File: src/rtl/rxr_pkg.sv
package rxr_pkg;

  typedef enum logic [2:0] {
    ST_POLL_HDR,
    ST_POLL_BASE,
    ST_POLL_CHK,
    ST_READY,
    ST_RECV,
    ST_DROP,
    ST_WB_LEN,
    ST_WB_STAT
  } rxr_state_e;

  // descriptor layout (bytes from descriptor start)
  localparam logic [31:0] DESC_OFS_BUF  = 32'd0;
  localparam logic [31:0] DESC_OFS_CTL  = 32'd4;
  localparam logic [31:0] DESC_OFS_MLEN = 32'd8;
  localparam int          DESC_SHIFT    = 4;
  localparam int          MLEN_W        = 12;

  // completion bits of the status high byte
  localparam logic [7:0] STB_FRAME  = 8'h20;
  localparam logic [7:0] STB_OVF    = 8'h10;
  localparam logic [7:0] STB_CRC    = 8'h08;
  localparam logic [7:0] STB_BUFERR = 8'h04;
  localparam logic [7:0] STB_START  = 8'h02;
  localparam logic [7:0] STB_END    = 8'h01;

  function automatic logic [7:0] rxr_status_hi(input logic frm, input logic ovf,
                                               input logic crc, input logic buferr);
    logic [7:0] s;
    s = STB_START | STB_END;
    if (frm)    s = s | STB_FRAME;
    if (ovf)    s = s | STB_OVF;
    if (crc)    s = s | STB_CRC;
    if (buferr) s = s | STB_BUFERR;
    return s;
  endfunction

endpackage

File: src/rtl/rxr_ring_idx.sv
module rxr_ring_idx #(
  parameter int MAX_LOG2 = 7
) (
  input  logic                clk,
  input  logic                rst_n,
  input  logic [3:0]          log2_in,
  input  logic                advance,
  output logic [MAX_LOG2-1:0] idx
);

  localparam logic [MAX_LOG2-1:0] IdxOne = 1;

  logic [3:0]          lg;
  logic [MAX_LOG2:0]   span;
  logic [MAX_LOG2-1:0] mask;
  logic [MAX_LOG2-1:0] idx_d;
  logic [MAX_LOG2-1:0] idx_q;

  always_comb begin
    lg    = (log2_in > 4'(MAX_LOG2)) ? 4'(MAX_LOG2) : log2_in;
    span  = {{MAX_LOG2{1'b0}}, 1'b1} << lg;
    mask  = span[MAX_LOG2-1:0] - IdxOne;
    idx_d = (idx_q + IdxOne) & mask;
  end

  always_ff @(posedge clk or negedge rst_n) begin
    if (!rst_n)       idx_q <= '0;
    else if (advance) idx_q <= idx_d;
  end

  assign idx = idx_q;

  AST_IDX_IN_RING: assert property (@(posedge clk) disable iff (!rst_n)
    (idx_q & ~mask) == '0) else $error("ring index outside ring");

endmodule

File: src/rtl/rxr_fill.sv
module rxr_fill #(
  parameter int LEN_W = 16
) (
  input  logic             clk,
  input  logic             rst_n,
  input  logic             start,
  input  logic             byte_in,
  input  logic [LEN_W-1:0] limit,
  output logic             wr_en,
  output logic [LEN_W-1:0] count,
  output logic             overflow
);

  localparam logic [LEN_W-1:0] CntOne = 1;

  logic [LEN_W-1:0] cnt_q, cnt_d;
  logic             ovf_q, ovf_d;
  logic             room;
  logic             cnt_en, ovf_en;

  always_comb begin
    room   = (cnt_q < limit);
    wr_en  = byte_in && room;
    cnt_en = start || wr_en;
    cnt_d  = start ? '0 : (cnt_q + CntOne);
    ovf_en = start || (byte_in && !room);
    ovf_d  = !start;
  end

  always_ff @(posedge clk or negedge rst_n) begin
    if (!rst_n)      cnt_q <= '0;
    else if (cnt_en) cnt_q <= cnt_d;
  end

  always_ff @(posedge clk or negedge rst_n) begin
    if (!rst_n)      ovf_q <= 1'b0;
    else if (ovf_en) ovf_q <= ovf_d;
  end

  assign count    = cnt_q;
  assign overflow = ovf_q;

  AST_FILL_BOUND: assert property (@(posedge clk) disable iff (!rst_n)
    byte_in |-> (cnt_q <= limit)) else $error("fill count past buffer limit");

endmodule

File: src/rtl/rxr_desc_cache.sv
module rxr_desc_cache (
  input  logic        clk,
  input  logic        rst_n,
  input  logic        cap_hdr,
  input  logic        cap_base,
  input  logic        drop,
  input  logic [31:0] rdata,
  output logic        owned,
  output logic [15:0] limit,
  output logic [31:0] buf_base
);

  logic        own_q;
  logic [15:0] len_q;
  logic [31:0] base_q;
  logic        own_en;

  assign own_en = cap_hdr || drop;

  always_ff @(posedge clk or negedge rst_n) begin
    if (!rst_n)      own_q <= 1'b0;
    else if (own_en) own_q <= cap_hdr && rdata[31];
  end

  always_ff @(posedge clk or negedge rst_n) begin
    if (!rst_n)       len_q <= '0;
    else if (cap_hdr) len_q <= rdata[15:0];
  end

  always_ff @(posedge clk or negedge rst_n) begin
    if (!rst_n)        base_q <= '0;
    else if (cap_base) base_q <= rdata;
  end

  assign owned    = own_q;
  assign limit    = 16'(~len_q + 16'd1);
  assign buf_base = base_q;

endmodule

File: src/rtl/rxr_engine.sv
module rxr_engine
  import rxr_pkg::*;
#(
  parameter int MAX_LOG2 = 7,
  parameter int MISS_W   = 8
) (
  input  logic              clk,
  input  logic              rst_n,
  input  logic [31:0]       cfg_ring_base,
  input  logic [15:0]       cfg_ring_len,
  input  logic              in_valid,
  input  logic [7:0]        in_data,
  input  logic              in_sof,
  input  logic              in_eof,
  input  logic              in_frm_err,
  input  logic              in_crc_err,
  input  logic              in_fifo_err,
  output logic              mem_re,
  output logic              mem_we,
  output logic [31:0]       mem_addr,
  output logic [3:0]        mem_be,
  output logic [31:0]       mem_wdata,
  input  logic [31:0]       mem_rdata,
  output logic [MISS_W-1:0] miss_count
);

  localparam int LEN_W  = 16;
  localparam int ADDR_PAD = 32 - MAX_LOG2 - DESC_SHIFT;
  localparam logic [MISS_W-1:0] MissOne = 1;

  // reset: asynchronous assertion, synchronous release
  logic [1:0] rst_sync_q;
  logic       rst_n_i;

  always_ff @(posedge clk or negedge rst_n) begin
    if (!rst_n) rst_sync_q <= 2'b00;
    else        rst_sync_q <= {rst_sync_q[0], 1'b1};
  end
  assign rst_n_i = rst_sync_q[1];

  rxr_state_e state_q, state_d;

  logic [MAX_LOG2-1:0] ring_idx;
  logic [31:0]         desc_addr;
  logic [31:0]         byte_addr;
  logic                owned;
  logic [15:0]         limit;
  logic [31:0]         buf_base;
  logic                fill_wr;
  logic [LEN_W-1:0]    fill_cnt;
  logic                fill_ovf;

  logic cap_hdr, cap_base, desc_drop, fill_start, byte_in;
  logic err_cap, miss_inc, ring_adv;
  logic frame_start;

  logic        fsm_re, fsm_we;
  logic [31:0] fsm_addr, fsm_wdata;
  logic [3:0]  fsm_be;

  logic       frm_q, crc_q, fifo_q;
  logic [7:0] stat_hi;
  logic [MISS_W-1:0] miss_q;

  logic unused_bits;
  assign unused_bits = ^{cfg_ring_len[15:8], cfg_ring_len[3:0], fill_cnt[LEN_W-1:MLEN_W]};

  rxr_ring_idx #(.MAX_LOG2(MAX_LOG2)) u_idx (
    .clk     (clk),
    .rst_n   (rst_n_i),
    .log2_in (cfg_ring_len[7:4]),
    .advance (ring_adv),
    .idx     (ring_idx)
  );

  rxr_desc_cache u_cache (
    .clk      (clk),
    .rst_n    (rst_n_i),
    .cap_hdr  (cap_hdr),
    .cap_base (cap_base),
    .drop     (desc_drop),
    .rdata    (mem_rdata),
    .owned    (owned),
    .limit    (limit),
    .buf_base (buf_base)
  );

  rxr_fill #(.LEN_W(LEN_W)) u_fill (
    .clk      (clk),
    .rst_n    (rst_n_i),
    .start    (fill_start),
    .byte_in  (byte_in),
    .limit    (limit),
    .wr_en    (fill_wr),
    .count    (fill_cnt),
    .overflow (fill_ovf)
  );

  assign desc_addr = cfg_ring_base + {{ADDR_PAD{1'b0}}, ring_idx, {DESC_SHIFT{1'b0}}};
  assign byte_addr = buf_base + {16'h0000, fill_cnt};
  assign stat_hi   = rxr_status_hi(frm_q, fill_ovf, crc_q, fifo_q);
  assign frame_start = in_valid && in_sof;

  // next state and descriptor-side accesses
  always_comb begin
    state_d    = state_q;
    fsm_re     = 1'b0;
    fsm_we     = 1'b0;
    fsm_addr   = 32'h0;
    fsm_be     = 4'h0;
    fsm_wdata  = 32'h0;
    cap_hdr    = 1'b0;
    cap_base   = 1'b0;
    desc_drop  = 1'b0;
    fill_start = 1'b0;
    byte_in    = 1'b0;
    err_cap    = 1'b0;
    miss_inc   = 1'b0;
    ring_adv   = 1'b0;
    case (state_q)
      ST_POLL_HDR: begin
        fsm_re   = 1'b1;
        fsm_addr = desc_addr + DESC_OFS_CTL;
        if (frame_start) begin
          miss_inc = 1'b1;
          state_d  = in_eof ? ST_POLL_HDR : ST_DROP;
        end else begin
          state_d  = ST_POLL_BASE;
        end
      end
      ST_POLL_BASE: begin
        cap_hdr  = 1'b1;
        fsm_re   = 1'b1;
        fsm_addr = desc_addr + DESC_OFS_BUF;
        if (frame_start) begin
          miss_inc = 1'b1;
          state_d  = in_eof ? ST_POLL_HDR : ST_DROP;
        end else begin
          state_d  = ST_POLL_CHK;
        end
      end
      ST_POLL_CHK: begin
        cap_base   = 1'b1;
        fill_start = 1'b1;
        if (frame_start) begin
          miss_inc = 1'b1;
          state_d  = in_eof ? ST_POLL_HDR : ST_DROP;
        end else begin
          state_d  = owned ? ST_READY : ST_POLL_HDR;
        end
      end
      ST_READY: begin
        if (frame_start) begin
          byte_in = 1'b1;
          if (in_eof) begin
            err_cap = 1'b1;
            state_d = ST_WB_LEN;
          end else begin
            state_d = ST_RECV;
          end
        end
      end
      ST_RECV: begin
        if (in_valid) begin
          byte_in = 1'b1;
          if (in_eof) begin
            err_cap = 1'b1;
            state_d = ST_WB_LEN;
          end
        end
      end
      ST_DROP: begin
        if (in_valid && in_eof) state_d = ST_POLL_HDR;
      end
      ST_WB_LEN: begin
        fsm_we    = 1'b1;
        fsm_be    = 4'hF;
        fsm_addr  = desc_addr + DESC_OFS_MLEN;
        fsm_wdata = {{(32-MLEN_W){1'b0}}, fill_cnt[MLEN_W-1:0]};
        state_d   = ST_WB_STAT;
      end
      ST_WB_STAT: begin
        fsm_we    = 1'b1;
        fsm_be    = 4'hC;
        fsm_addr  = desc_addr + DESC_OFS_CTL;
        fsm_wdata = {1'b0, stat_hi[6:0], 8'h00, 16'h0000};
        ring_adv  = 1'b1;
        desc_drop = 1'b1;
        state_d   = ST_POLL_HDR;
      end
      default: state_d = ST_POLL_HDR;
    endcase
  end

  // memory port: buffer byte writes merge with descriptor accesses
  always_comb begin
    mem_re    = fsm_re;
    mem_we    = fsm_we;
    mem_addr  = fsm_addr;
    mem_be    = fsm_be;
    mem_wdata = fsm_wdata;
    if (fill_wr) begin
      mem_we    = 1'b1;
      mem_addr  = {byte_addr[31:2], 2'b00};
      mem_be    = 4'b0001 << byte_addr[1:0];
      mem_wdata = {4{in_data}};
    end
  end

  always_ff @(posedge clk or negedge rst_n_i) begin
    if (!rst_n_i) state_q <= ST_POLL_HDR;
    else          state_q <= state_d;
  end

  always_ff @(posedge clk or negedge rst_n_i) begin
    if (!rst_n_i) begin
      frm_q  <= 1'b0;
      crc_q  <= 1'b0;
      fifo_q <= 1'b0;
    end else if (err_cap) begin
      frm_q  <= in_frm_err;
      crc_q  <= in_crc_err;
      fifo_q <= in_fifo_err;
    end
  end

  always_ff @(posedge clk or negedge rst_n_i) begin
    if (!rst_n_i)      miss_q <= '0;
    else if (miss_inc) miss_q <= miss_q + MissOne;
  end

  assign miss_count = miss_q;

  AST_ACCESS_EXCL: assert property (@(posedge clk) disable iff (!rst_n_i)
    !(mem_re && mem_we)) else $error("read and write in one cycle");

  AST_STATUS_AFTER_LEN: assert property (@(posedge clk) disable iff (!rst_n_i)
    (mem_we && mem_be == 4'hC) |-> $past(mem_we && mem_be == 4'hF)) else $error("status before length");

  AST_QUIET_WRITEBACK: assert property (@(posedge clk) disable iff (!rst_n_i)
    (state_q == ST_WB_LEN || state_q == ST_WB_STAT) |-> !in_valid) else $error("byte during write-back");

  AST_OWNED_WRITE: assert property (@(posedge clk) disable iff (!rst_n_i)
    (mem_we && $countones(mem_be) == 1) |-> owned) else $error("byte write without ownership");

  AST_MISS_STEP: assert property (@(posedge clk) disable iff (!rst_n_i)
    (miss_count != $past(miss_count)) |-> (miss_count == $past(miss_count) + MissOne)) else $error("miss count jump");

endmodule

File: config.mk
export PLATFORM = sky130hd
export DESIGN_NAME = rxr_engine
export DESIGN_NICKNAME = d
export VERILOG_FILES = /design/src/rtl/rxr_pkg.sv /design/src/rtl/rxr_ring_idx.sv /design/src/rtl/rxr_fill.sv /design/src/rtl/rxr_desc_cache.sv /design/src/rtl/rxr_engine.sv
export SDC_FILE = /design/constraint.sdc
export NUM_CORES = 1
export LEC_CHECK = 0
export BUFFER_PORTS_ARGS = -buffer_cell sky130_fd_sc_hd__buf_2
export CAP_MARGIN = 20
export CELL_PAD_IN_SITES_DETAIL_PLACEMENT = 1
export CELL_PAD_IN_SITES_GLOBAL_PLACEMENT = 2
export CORE_MARGIN = 5
export CORE_UTILIZATION = 35
export DETAILED_ROUTE_END_ITERATION = 7
export PLACE_DENSITY = 0.83
export SLEW_MARGIN = 20
export SYNTH_ARGS = -nofsm -noshare
export SYNTH_HDL_FRONTEND = slang
export SYNTH_SLANG_ARGS = --single-unit
File: constraint.sdc
create_clock -name clk -period 12.2 [get_ports clk]
set_input_delay 2.44 -clock clk [delete_from_list [all_inputs] [get_ports clk]]
set_output_delay 2.44 -clock clk [all_outputs]
set_load 0.02 [all_outputs]
==> metrics.txt, run 1 <==
Post-synth EDFFs=0; Final Cycle Share=0.731; initial antenna violation count=0; initial core utilization=0.351; Critical Path Start Type=input port; Ports=174; R2R setup slack=7.67 ns; Placer Congestion=0.873; mapped cell area=8180 µm²; gr usage total=0.216; most frequent cell after synthesis=nand2_1; dpl hpwl=23.4 mm; Worst EP required=9.76 ns; Sink Count=89; Clock Tree Root=clkbuf_16; drt via density=5.56; Max clock buf depth=2; leakage=4.33 nW; area grow syn2layout=16.7%; largest net degree at the start of global routing=53; Inserted Clock Buffers=9; fin nets=1266; Worst R2R Path Depth=15; vias in the first global route=8070; top_reg_cell synth=dfrtp_1; ys async rst share=1.00; critical path class=input port to primary output; fin. max-slew vios=0; first-pass GRT wire length=45.4 mm; highest clock rate=0.112 GHz; Worst-path clk slew=0.07 ns; Via Count=8052; n_diodes=0; Die Ht=163 µm; clk_lat worst skew=0.35 ns; TritonRoute pass-1 iters=5; RR Endpoint=u_fill.count[14]; die area=26500 µm²; Syn Area/Cell=8.27 µm²; clock skew=0.0173 ns; Routed WL=29.4 mm; Post-CTS Hold Fix Bufs=0; Crit. End Element=primary output; worst-path maximum fanout=9; cell accounting for the most synthesized area=dfrtp_1; final setup vio count=0; layout cell share with drive strength beyond 1=0.233; Fin Setup TNS=0 ns; Net Count, Synth=1131; num rows=56; MaxCap Viol Count=0; FF+latch count, synth=89; Post-CTS Setup Inserts=0; Critical R2R Launch=u_cache.len_q[3]; Fillers=2890; worst hold margin=0.289 ns; Synthesis Warnings=0; sequential area share after synthesis=0.272; top cells by count, synth=116 x nand2_1, 89 x dfrtp_1, 89 x nor2_1; Cells after Synth=988; share of the synthesized area in the top cell type=0.272; DRC Markers=0; type of the most critical hold path=flip-flop to asynchronous set/reset pin; Worst VDD drop=84.5 µV; RSZ-0062 raised after global routing=no; post-synth cell types=83; top area cells in the synthesized netlist=dfrtp_1 27%, mux2_2 7.0%, ha_1 6.9%; DRT iter0 DRCs=477; outcome=finished clean; I/O Buffers=161; CTS resizes=0; worst-margin pin slew=0.969 ns; Period minus WS final=8.92 ns; gr ovfl total=0; ANT nets after route=0; Core Area=23300 µm²; CTS tree=done; H-tree depth=3; PD cells=224 nW/µm²; width of the die=163 µm; crit path DAT=6.48 ns; relative slew slack=0.354; Avg WL per Cell=20.3 µm; Fin. Hold Viols=0
==> flip-flops by register name, indices dropped and copies added, names as in the netlist <==
register	count
crc_q	1
fifo_q	1
frm_q	1
miss_count	8
rst_sync_q	2
state_q	3
u_cache.buf_base	32
u_cache.len_q	16
u_cache.owned	1
u_fill.count	16
u_fill.overflow	1
u_idx.idx	7
==> worst max path at each step <==
stage	startpoint	endpoint	slack, ns	cells after the start
2_1_floorplan	cfg_ring_base[4]	mem_addr[29]	3.86	11
3_3_place_gp	cfg_ring_base[4]	mem_addr[22]	3.27	13
3_5_place_dp	cfg_ring_base[4]	mem_addr[31]	3.26	13
4_1_cts	cfg_ring_base[4]	mem_addr[31]	3.26	13
5_1_grt	cfg_ring_base[4]	mem_addr[31]	3.05	13
6_report	cfg_ring_base[4]	mem_addr[31]	3.28	13
==> layout make-up <==
type                       count  area, µm²  share of cell area
tap                          319        399              0.0418
clock buffer                   9        225              0.0236
inverter                      25       93.8             0.00984
sequential                    89       2230               0.234
multi-input combinational    826       5620               0.589
timing repair buffer         172        888              0.0931
clock inverter                 7       78.8             0.00826
==> per-stage QoR <==
step	power [W]	setup slack [ns]	instances	utilization	area, µm²
floorplan	0.00141	3.86	988	-	8180
finish	0.00213	3.28	1447	0.410	9540
detailed placement	0.00184	3.26	1431	0.397	9240
CTS	0.00214	3.26	1447	0.410	9540
global route	0.00228	3.05	1447	0.410	9540
global placement	0.00182	3.27	1431	0.397	9240
==> worst max-delay path, cell delays in order <==
cell and delay, ns:
buf_2 0.11, ha_1 0.24, fa_1 0.43, a211oi_2 0.34, nor2_1 0.11, xor2_1 0.60
nand4_2 0.24, or4_4 0.55, and4b_1 0.52, nand3_4 0.11, or4_1 0.51, o211ai_1 0.10
buf_2 0.19
==> power breakdown <==
part	switching, W	internal (W)
clock network	0.000129	0.000161
logic	0.000797	0.000483
registers	0.000153	0.000410
==> kinds of logic after synthesis <==
family | share of synthesized area
AOI/OAI and AO/OA | 0.200
buffers and inverters | 0.0410
xor gates and xnor gates | 0.101
DFF | 0.272
and+or+nand+nor | 0.236
other | 0.000459
adders and majority gates | 0.0738
muxes | 0.0751
==> routing by layer <==
metal / share of wire / routed length, µm / track usage
met5: 0 / 0 / 0
met3: 0.040 / 1180 / 0.0256
met1: 0.45 / 13200 / 0.283
met2: 0.50 / 14700 / 0.388
met4: 0.012 / 349 / 0.0385
==> placed cells by master (no fill, tap or decap), drive strengths merged, types with 4 or more instances in the layout <==
cell type and count:
xor2 45, and3 14, o311ai 5, or4 10, or2 8, and4 5
a21oi 56, a21o 20, nand2 116, mux2 51, o31ai 4, inv 27
buf 172, o211ai 16, nand2b 9, o22ai 8, o221ai 9, ha 45
or3 7, dfrtp 89, and2 14, nand3b 7, a31oi 14, o21ai 57
nor2b 6, nor2 90, nand4 19, clkbuf 9, o21a 4, nor3b 4
nand3 39, a211oi 12, xnor2 49, nor4 8, nor3 18, a41oi 4
mux2i 4
No activity file was read; power rests on OpenSTA's default activity.
==> run 2: changes to the inputs <==
--- a/config.mk
+++ b/config.mk
@@ -5,14 +5,15 @@
 export SDC_FILE = /design/constraint.sdc
 export NUM_CORES = 1
 export LEC_CHECK = 0
+export ABC_AREA = 1
 export BUFFER_PORTS_ARGS = -buffer_cell sky130_fd_sc_hd__buf_2
 export CAP_MARGIN = 20
 export CELL_PAD_IN_SITES_DETAIL_PLACEMENT = 1
 export CELL_PAD_IN_SITES_GLOBAL_PLACEMENT = 2
 export CORE_MARGIN = 5
-export CORE_UTILIZATION = 35
+export CORE_UTILIZATION = 27
 export DETAILED_ROUTE_END_ITERATION = 7
-export PLACE_DENSITY = 0.83
+export PLACE_DENSITY = 0.74
 export SLEW_MARGIN = 20
 export SYNTH_ARGS = -nofsm -noshare
 export SYNTH_HDL_FRONTEND = slang
==> constraint.sdc (replaced) <==
create_clock -name clk -period 7.25 [get_ports clk]
set_input_delay 1.45 -clock clk [delete_from_list [all_inputs] [get_ports clk]]
set_output_delay 1.45 -clock clk [all_outputs]
set_load 0.02 [all_outputs]
==> run 2 against run 1 <==
Compared with the run above: non-clock buffer count shrank 3; via count is 22% higher; synthesized cell count grew 44%; count of clock-buffer cells in the layout up 2; first-iteration DRC count shrank 13%; final cell count up 40%; combinational power grew 84%; area after synthesis rose by 11%; global-route usage is 2.9 points lower; sequential share of layout area decreased by 2.3 points; core utilization fell by 9.2 points; clock skew down 0.0088 ns.
==> metrics.txt, run 2 <==
outcome=finished clean; type of the most critical hold path=flip-flop to asynchronous set/reset pin; Core Area=33300 µm²; sequential area share after synthesis=0.246; design area=10600 µm²; Routed WL=34.5 mm; post-synth cell types=54; H-tree depth=3; total power=0.00375 W; sw power=0.00206 W; dpl hpwl=28.5 mm; most frequent cell after synthesis=nand2_1; switching share of power=0.548; Worst VDD drop=160 µV; I/O Buffers=161; final setup vio count=0; Sink Count=89; Synthesis Warnings=0; num rows=67; top cells by count, synth=394 x nand2_1, 184 x inv_1, 119 x nor2_1; Most common cell on crit path=nand3_1; Net Count, Synth=1570; Avg WL per Cell=17.0 µm; Post-CTS Hold Fix Bufs=0; Die Ht=193 µm; Ports=174; top_reg_cell synth=dfrtp_1; RSZ-0062 raised after global routing=no; clk_lat worst skew=0.36 ns; DRC Markers=0; Inserted Clock Buffers=9; CP peak stage delay=0.66 ns; fin. max-slew vios=0; area grow syn2layout=17.1%; Critical Path Start Type=flip-flop; die area=37300 µm²; Placement Cell Area=10300 µm²; Post-synth EDFFs=0; CTS resizes=0; mapped cell area=9050 µm²; Worst EP required=5.80 ns; n_diodes=0; fin cells=2022; crit path DAT=5.06 ns; most frequent cells in the layout=394 x nand2_1, 184 x inv_1, 161 x buf_2; drt via density=4.87; ys async rst share=1.00; critical path class=flip-flop to primary output; dpl cells=2006; register share of total power=0.247; Crit. End Element=primary output; post-layout util=0.319; commonest non-fill, non-tap cell in the layout=nand2_1; cell accounting for the most synthesized area=dfrtp_1; R2R setup slack=2.66 ns; ANT nets after route=0; top area cells in the synthesized netlist=dfrtp_1 25%, nand2_1 16%, inv_1 7.6%; Max clock buf depth=2; TritonRoute pass-1 iters=4; worst-margin pin slew=0.859 ns; largest net degree at the start of global routing=56; Fillers=4394; Comb power frac=0.629; max reg flops=32; clock skew=0.00850 ns; Placer Congestion=0.879; share of the synthesized area in the top cell type=0.246; Clk network pwr share=0.124; Period minus WS final=6.51 ns; highest clock rate=0.154 GHz; internal power=0.00170 W; gr ovfl total=0; PD cells=354 nW/µm²; Top delay family on crit path=simple AND/OR/NAND/NOR gates; Worst-path clk slew=0.07 ns; Syn Area/Cell=6.34 µm²; width of the die=193 µm; crit-path cells=inv_1, ha_1, nor3b_1, nand2_1, or3_1, nor2_1, nand3_1, nor3_1, nand3_1, xnor2_1, ha_1, nand2_1, o21ai_0, a21oi_1, nand3_2, inv_2, nand3_1, nand3_1, buf_2; Fin. Hold Viols=0; worst path buffer plus inverter count=3; MaxCap Viol Count=0; Via Count=9845; worst-path maximum fanout=31; gr usage total=0.188; initial antenna violation count=0; Post-CTS Setup Inserts=0; initial core utilization=0.272; relative slew slack=0.427; first-pass GRT wire length=55.5 mm; layout cell share with drive strength beyond 1=0.172; CTS tree=done; FF+latch count, synth=89; DRT iter0 DRCs=415; Fin Setup TNS=0 ns; Cells after Synth=1427; vias in the first global route=10400; Clock Tree Root=clkbuf_16; Worst path slowest cell=inv_2; Final Cycle Share=0.897; fin nets=1712; leakage=5.38 nW
[run 2: through the flow]
stage / setup slack (ns) / hold WS (ns)
final: 0.743 / 0.289
after global routing: 0.287 / 0.340
after CTS: 0.641 / 0.318
after detailed placement: 1.05 / 0.310
after global placement: 1.15 / 0.307
after floorplan: 2.02 / 0.331
[run 2: cells by family after synthesis]
logic type | share of synthesized area
AOI/OAI and AO/OA | 0.137
other | 0.000414
xor gates and xnor gates | 0.0455
and+or+nand+nor | 0.400
DFF | 0.246
adders and majority gates | 0.0666
buffers and inverters | 0.101
muxes | 0.00373
[run 2: worst reg2reg max path, cell delays in order, from the launching register on]
cell	delay, ns
dfrtp_1	0.40
inv_1	0.08
ha_1	0.18
nor3b_1	0.31
nand2_1	0.12
or3_1	0.36
nor2_1	0.18
nand3_1	0.14
nor3_1	0.28
nand3_1	0.15
xnor2_1	0.15
ha_1	0.27
nand2_1	0.08
o21ai_0	0.09
a21oi_1	0.22
nand3_2	0.35
inv_2	0.66
nand2_1	0.18
a21oi_1	0.18
o21a_1	0.13
[run 2: path summary, 6_finish.rpt]
path,depth (start not counted),endpoint,from
max,19,mem_addr[9],u_cache.len_q[0]
min,0,miss_count[6],rst_sync_q[1]
max reg2reg,19,u_fill.count[3],u_cache.len_q[0]
min reg2reg,0,miss_count[6],rst_sync_q[1]
max in group asynchronous,1,u_cache.buf_base[13],rst_sync_q[1]
min in group clk,0,rst_sync_q[1],rst_sync_q[0]
[run 2: layout make-up]
class                   instances  area [µm²]  area share
inverters                     195         732      0.0690
well taps                     448         561      0.0529
flip-flops and latches         89        2230       0.210
multi-input cells            1105        5920       0.559
clock inverters                 5        37.5     0.00354
clock buffers                  11         253      0.0238
repair buffers                169         866      0.0817
[run 2: per-layer routing]
layer,up-vias,GRT usage,wire length (µm)
met5,-,0,0
met4,0,0.0452,601
met3,27,0.0261,1110
met2,154,0.326,16500
met1,4705,0.247,16300
li1,4959,-,-
[run 2: power by group through the flow]
stage | clock network, W | registers (W) | logic, W
after detailed placement | 0 | 0.000939 | 0.00239
after global placement | 0 | 0.000931 | 0.00235
after floorplan | 0 | 0.000865 | 0.00163
final | 0.000467 | 0.000926 | 0.00236
after global routing | 0.000504 | 0.000963 | 0.00266
after CTS | 0.000484 | 0.000932 | 0.00240
